--- config.mk ---
export PLATFORM = sky130hd
export DESIGN_NAME = xfer_byte_fifo
export DESIGN_NICKNAME = d
export VERILOG_FILES = /design/src/rtl/xbf_pkg.sv /design/src/rtl/xbf_ctrl.sv /design/src/rtl/xbf_store.sv /design/src/rtl/xbf_thresh.sv /design/src/rtl/xfer_byte_fifo.sv
export SDC_FILE = /design/constraint.sdc
export NUM_CORES = 1
export LEC_CHECK = 0
export ABC_CLOCK_PERIOD_IN_PS = 5700
export BUFFER_PORTS_ARGS = -buffer_cell sky130_fd_sc_hd__buf_4
export CORE_ASPECT_RATIO = 0.6
export CORE_MARGIN = 2
export CORE_UTILIZATION = 35
export CTS_BUF_LIST = sky130_fd_sc_hd__clkbuf_16
export DETAILED_ROUTE_END_ITERATION = 6
export HOLD_SLACK_MARGIN = 0.1
export SYNTH_ARGS = -nofsm -noshare
export SYNTH_HDL_FRONTEND = slang
export SYNTH_SLANG_ARGS = --single-unit
--- constraint.sdc ---
create_clock -name clk_i -period 5.7 [get_ports clk_i]
set_clock_uncertainty 0.1 [all_clocks]
set_input_delay 1.14 -clock clk_i [delete_from_list [all_inputs] [get_ports clk_i]]
set_output_delay 1.14 -clock clk_i [all_outputs]
set_load 0.005 [all_outputs]
--- src/rtl/xbf_pkg.sv ---
package xbf_pkg;
  typedef enum logic [1:0] {
    SZ_BYTE = 2'b00,
    SZ_HALF = 2'b01,
    SZ_WORD = 2'b10,
    SZ_WALT = 2'b11
  } hsize_e;

  function automatic logic [2:0] size_bytes(input logic [1:0] s);
    case (hsize_e'(s))
      SZ_BYTE: return 3'd1;
      SZ_HALF: return 3'd2;
      default: return 3'd4;
    endcase
  endfunction
endpackage

--- src/rtl/xbf_ctrl.sv ---
module xbf_ctrl #(
  parameter int DEPTH = 16,
  parameter int LVL_W = 6,
  parameter int CNT_W = 3
) (
  input  logic             clk_i,
  input  logic             rst_ni,
  input  logic             flush_i,
  input  logic             dir_rd_i,
  input  logic             done_i,
  input  logic             hst_valid_i,
  input  logic [1:0]       hst_size_i,
  input  logic             eng_push_i,
  input  logic             eng_pop_i,
  output logic             hst_ready_o,
  output logic             eng_space_o,
  output logic             eng_avail_o,
  output logic [CNT_W-1:0] wcnt_o,
  output logic [CNT_W-1:0] rcnt_o,
  output logic [CNT_W-1:0] take_o,
  output logic [LVL_W-1:0] level_o,
  output logic [LVL_W-1:0] level_d_o
);
  logic [LVL_W-1:0] level_q, free, n_ext;
  logic [CNT_W-1:0] n_req;
  logic wr_ok, rd_ok, fire, e_push, e_pop;

  always_comb begin
    n_req  = CNT_W'(xbf_pkg::size_bytes(hst_size_i));
    n_ext  = LVL_W'(n_req);
    free   = LVL_W'(DEPTH) - level_q;
    // level below n_ext means it fits in CNT_W
    take_o = (level_q >= n_ext) ? n_req : CNT_W'(level_q);
    wr_ok  = free >= n_ext;
    rd_ok  = (level_q >= n_ext) || done_i;
    hst_ready_o = !flush_i && (dir_rd_i ? rd_ok : wr_ok);
    fire   = hst_valid_i && hst_ready_o;
    e_push = !flush_i && dir_rd_i && eng_push_i && (level_q != LVL_W'(DEPTH));
    e_pop  = !flush_i && !dir_rd_i && eng_pop_i && (level_q != '0);
    wcnt_o = dir_rd_i ? CNT_W'(e_push) : (fire ? n_req : '0);
    rcnt_o = dir_rd_i ? (fire ? take_o : '0) : CNT_W'(e_pop);
    level_d_o = flush_i ? '0 : level_q + LVL_W'(wcnt_o) - LVL_W'(rcnt_o);
  end

  assign eng_space_o = dir_rd_i && (level_q != LVL_W'(DEPTH));
  assign eng_avail_o = !dir_rd_i && (level_q != '0);
  assign level_o     = level_q;

  always_ff @(posedge clk_i or negedge rst_ni)
    if (!rst_ni) level_q <= '0;
    else         level_q <= level_d_o;
endmodule

--- src/rtl/xbf_store.sv ---
module xbf_store #(
  parameter int DEPTH = 16,
  parameter int NB    = 4,
  parameter int CNT_W = 3
) (
  input  logic             clk_i,
  input  logic             rst_ni,
  input  logic             flush_i,
  input  logic             dir_rd_i,
  input  logic [CNT_W-1:0] wcnt_i,
  input  logic [CNT_W-1:0] rcnt_i,
  input  logic [CNT_W-1:0] take_i,
  input  logic [8*NB-1:0]  hst_wdata_i,
  input  logic [7:0]       eng_wdata_i,
  output logic [8*NB-1:0]  hst_rdata_o,
  output logic [7:0]       eng_rdata_o
);
  localparam int PTR_W = $clog2(DEPTH);
  localparam int NB_W  = $clog2(NB);

  logic [PTR_W-1:0] wr_ptr_q, rd_ptr_q;
  logic [7:0] wbyte [NB];
  logic [7:0] mem   [DEPTH];

  for (genvar k = 0; k < NB; k++) begin : g_wb
    assign wbyte[k] = dir_rd_i ? eng_wdata_i : hst_wdata_i[8*k +: 8];
  end

  for (genvar i = 0; i < DEPTH; i++) begin : g_cell
    logic [7:0]       cell_q;
    logic [PTR_W-1:0] ofs;
    assign ofs    = PTR_W'(i) - wr_ptr_q;
    assign mem[i] = cell_q;
    always_ff @(posedge clk_i or negedge rst_ni)
      if (!rst_ni) cell_q <= '0;
      else if (!flush_i && (ofs < PTR_W'(wcnt_i))) cell_q <= wbyte[ofs[NB_W-1:0]];
  end

  for (genvar k = 0; k < NB; k++) begin : g_rd
    logic [PTR_W-1:0] idx;
    assign idx = rd_ptr_q + PTR_W'(k);
    assign hst_rdata_o[8*k +: 8] = (CNT_W'(k) < take_i) ? mem[idx] : 8'h00;
  end

  assign eng_rdata_o = mem[rd_ptr_q];

  always_ff @(posedge clk_i or negedge rst_ni)
    if (!rst_ni) begin
      wr_ptr_q <= '0;
      rd_ptr_q <= '0;
    end else if (flush_i) begin
      wr_ptr_q <= '0;
      rd_ptr_q <= '0;
    end else begin
      wr_ptr_q <= wr_ptr_q + PTR_W'(wcnt_i);
      rd_ptr_q <= rd_ptr_q + PTR_W'(rcnt_i);
    end
endmodule

--- src/rtl/xbf_thresh.sv ---
module xbf_thresh #(
  parameter int DEPTH = 16,
  parameter int LVL_W = 6,
  parameter int THR_W = 5
) (
  input  logic             clk_i,
  input  logic             rst_ni,
  input  logic             flush_i,
  input  logic             dir_rd_i,
  input  logic             done_i,
  input  logic [THR_W-1:0] thr_i,
  input  logic [LVL_W-1:0] level_d_i,
  output logic             flag_o
);
  localparam int CW = ((LVL_W > THR_W) ? LVL_W : THR_W) + 2;

  logic [CW-1:0] lim, held, room;
  logic cond;

  always_comb begin
    lim  = CW'(thr_i) + CW'(1);
    held = CW'(level_d_i);
    room = CW'(DEPTH) - held;
    cond = dir_rd_i ? ((held >= lim) || (done_i && (held != '0)))
                    : (room >= lim);
  end

  always_ff @(posedge clk_i or negedge rst_ni)
    if (!rst_ni)      flag_o <= 1'b0;
    else if (flush_i) flag_o <= 1'b0;
    else              flag_o <= cond;
endmodule

--- src/rtl/xfer_byte_fifo.sv ---
module xfer_byte_fifo #(
  parameter int DEPTH = 16,
  parameter int DW    = 32,
  parameter int THR_W = 5
) (
  input  logic             clk_i,
  input  logic             rst_ni,
  input  logic             flush_i,
  input  logic             dir_rd_i,
  input  logic             xfer_done_i,
  input  logic [THR_W-1:0] thr_i,
  input  logic             hst_valid_i,
  input  logic [1:0]       hst_size_i,
  input  logic [DW-1:0]    hst_wdata_i,
  output logic             hst_ready_o,
  output logic [DW-1:0]    hst_rdata_o,
  input  logic             eng_push_i,
  input  logic [7:0]       eng_wdata_i,
  output logic             eng_space_o,
  input  logic             eng_pop_i,
  output logic [7:0]       eng_rdata_o,
  output logic             eng_avail_o,
  output logic [$clog2(DEPTH)+1:0] level_o,
  output logic             thr_flag_o
);
  localparam int NB    = DW / 8;
  localparam int CNT_W = $clog2(NB + 1);
  localparam int LVL_W = $clog2(DEPTH) + 2;

  logic [CNT_W-1:0] wcnt, rcnt, take;
  logic [LVL_W-1:0] level_d;

  xbf_ctrl #(.DEPTH(DEPTH), .LVL_W(LVL_W), .CNT_W(CNT_W)) u_ctrl (
    .clk_i, .rst_ni, .flush_i, .dir_rd_i,
    .done_i      (xfer_done_i),
    .hst_valid_i, .hst_size_i, .eng_push_i, .eng_pop_i,
    .hst_ready_o, .eng_space_o, .eng_avail_o,
    .wcnt_o      (wcnt),
    .rcnt_o      (rcnt),
    .take_o      (take),
    .level_o,
    .level_d_o   (level_d)
  );

  xbf_store #(.DEPTH(DEPTH), .NB(NB), .CNT_W(CNT_W)) u_store (
    .clk_i, .rst_ni, .flush_i, .dir_rd_i,
    .wcnt_i      (wcnt),
    .rcnt_i      (rcnt),
    .take_i      (take),
    .hst_wdata_i, .eng_wdata_i, .hst_rdata_o, .eng_rdata_o
  );

  xbf_thresh #(.DEPTH(DEPTH), .LVL_W(LVL_W), .THR_W(THR_W)) u_thresh (
    .clk_i, .rst_ni, .flush_i, .dir_rd_i,
    .done_i      (xfer_done_i),
    .thr_i,
    .level_d_i   (level_d),
    .flag_o      (thr_flag_o)
  );
endmodule

==> reports/results.txt <==
DIE WIDTH = 244 um
Total GRT Usage = 21.7%
worst slack at placement = -570 ps
maximum clock rate = 172 MHz
Final ANT Viol Nets = 0
Final Hold Slack = 473 ps
Post-synth EDFFs = 0
synthesized area per cell = 13.8 um^2
Die Height = 148 um
total wire length = 37800 um
CTS root buf = clkbuf_16
I/O pins = 105
most common cell in the synthesized netlist = mux4_2
status = finished, violations left
pin count of the biggest net entering global routing = 69
vias in the first global route = 8666
Layout Utilization = 42.0%
final setup vio count = 1
Tot Pwr = 6.60 mW
RSZ-0062 raised after global routing = true
Max Slew Vio Count = 0
synthesis-to-finish area growth = 17.6%
Synth Cell Area = 12100 um^2
final hold viol count = 0
fill count = 3149
Synth cell types = 53
Vias/cell = 5.93
DRC viols = 0
initial antenna violation count = 1
CTS HTree Levels = 4
nets@finish = 1116
Yosys warning total = 0
total of max-cap violations = 0
cts bufs inserted = 17
Synth top area share = 29.8%
Iter 0 DRT Violations = 790
layout cells sized above 1 = 51.9%
ys async rst share = 100%
Yosys reg bits = 143
Worst-Skew Late Latency = 440 ps
Placed Area = 13600 um^2
Worst EP required = 5920 ps
Overflow after GRT = 0
Worst-Margin Slew = 1000 ps
setup TNS = -98.8 ps
Synthesized Nets = 997
Routed WL per cell = 25.7 um
worst-path maximum fanout = 5
HP Class = reg -> reg
Post-Place Cells = 1435
Pwr per Cell Area = 465 nW/um^2
top cells by area, synth = mux4_2 (30%), dfrtp_1 (30%), mux2_2 (14%), ha_1 (6.0%), mux2i_1 (2.8%)
Reg clk slew, reported paths = 60 ps
PortBufs = 104
CP startpoint kind = primary input
failing checks = setup timing
Finished Cell Area = 14200 um^2
largest area contributor in the netlist = mux4_2
min Tclk post-route = 5800 ps
Seq/Total Area, Yosys = 29.6%
clk buf depth = 2
Top FF cell, synth = dfrtp_1
DIE AREA = 36100 um^2
Final HPWL DP = 27300 um
fin worst setup slack = -98.8 ps
endpoint class of the critical path = flip-flop
placer congestion estimate = 0.882
first-pass GRT wire length = 57100 um
vias = 8714
Synth Instances = 878
Rows = 52
CTS tree = done
Synth top cells by count = mux4_2 (160), mux2_2 (151), dfrtp_1 (143), ha_1 (58), nor2b_1 (37)
Setup Crit Path Kind = in -> reg
Starting Density = 35.7%
clock sink total = 143
fin cells = 1470
core area = 33800 um^2
WP data arrival = 6020 ps
Rel. slew slack = 33.1%
TritonRoute pass-1 iters = 5
leakage power = 5.89 nW
fin crit share = 102%
worst vdd rail ir drop = 0.222 mV
==> routing by layer <==
metal	up-vias	track usage, %	share of wire (%)
met5	-	0	0
met4	0	6.62	2.2
met3	59	7.88	10
met2	417	31.0	43
met1	4537	30.6	45
li1	3701	-	-
==> cells in the final DEF (no fill, tap or decap), types with 4 or more instances in the layout <==
master        n
xor2_1       10
inv_1        28
nand3_1      11
clkinvlp_4    5
nand2b_1     17
inv_6         4
a21oi_1      15
dfrtp_1     141
o21ai_0      31
mux2_1       12
mux4_2      160
nor2b_1      37
ha_1         56
a211oi_1      7
nor2_1       13
a21o_1        8
mux2_2      150
buf_4       153
nor3_1        5
xnor2_1      12
mux2i_1      33
nand2_1      13
clkbuf_16    17
fa_1          6
==> kinds of logic (layout without fill, tap and decap cells) <==
logic type                 count (synthesis)  after routing  synth area share (%)
and+or+nand+nor                          118            118                  5.60
other                                      0              1                     0
DFF                                      143            143                  29.6
buffers and inverters                     85            217                  3.39
AOI/OAI and AO/OA                         83             83                  4.31
adders and majority gates                 64             64                  7.00
xor gates and xnor gates                  28             28                  2.22
muxes                                    357            357                  47.9
==> repair_timing <==
action | in CTS | in global routing
gates cloned | 0 | 0
gates resized for setup | 4 | 1
hold buffers | 0 | 0
setup buffers | 0 | 2
pin swaps | 0 | 3
setup endpoints to repair | 1 | 1
==> where the power goes <==
group	total, mW	internal, mW	switching, mW
registers	1.93	1.39	0.548
clock network	1.09	0.603	0.490
logic	3.58	2.12	1.46
==> registers in the layout, indices dropped and copies added, names as in the netlist <==
signal / cells
u_ctrl.level_o: 6
u_store.g_cell.cell_q: 128
u_store.rd_ptr_q: 4
u_store.wr_ptr_q: 4
u_thresh.flag_o: 1
==> worst paths after layout <==
path | startpoint | to | slack (ps) | cells after the start
min | u_store.g_cell[0].cell_q[7]$_DFFE_PN0P_ | u_store.g_cell[0].cell_q[7]$_DFFE_PN0P_ | 470 | 1
min in group asynchronous | rst_ni | u_store.g_cell[14].cell_q[4]$_DFFE_PN0P_ | 630 | 1
min reg2reg | u_store.g_cell[0].cell_q[7]$_DFFE_PN0P_ | u_store.g_cell[0].cell_q[7]$_DFFE_PN0P_ | 470 | 1
max reg2reg | u_ctrl.level_o[0]$_DFF_PN0_ | u_thresh.flag_o$_DFF_PN0_ | 260 | 22
max in group asynchronous | rst_ni | u_store.g_cell[4].cell_q[6]$_DFFE_PN0P_ | 3800 | 2
max | hst_size_i[1] | u_thresh.flag_o$_DFF_PN0_ | -100 | 23
==> critical path, cell delays in order <==
cell      delay, ps
buf_4           130
nor2_4          100
ha_1            230
nand2b_4        140
a21o_1          170
a211o_1         290
a21boi_4        220
buf_4           150
mux2_4          300
nor2_4          130
fa_1            450
fa_1            520
nor2_2           70
inv_1            90
ha_2            170
or3b_4          390
xnor2_1         140
ha_1            310
nand3_1          90
a21oi_1          50
a311o_1         340
o21a_1          170
o31a_1          230
==> final cells by class <==
cell class                 instances  area, um^2  share of cell area [%]
timing repair buffer             155        1180                    8.31
clock inverter                    15         136                   0.960
antenna                            1        2.50                  0.0176
inverter                          30         113                   0.793
clock buffer                      17         425                    3.00
sequential                       143        3590                    25.2
tap                              459         574                    4.04
multi-input combinational        650        8190                    57.6
Power figures use the tool's default switching activity.
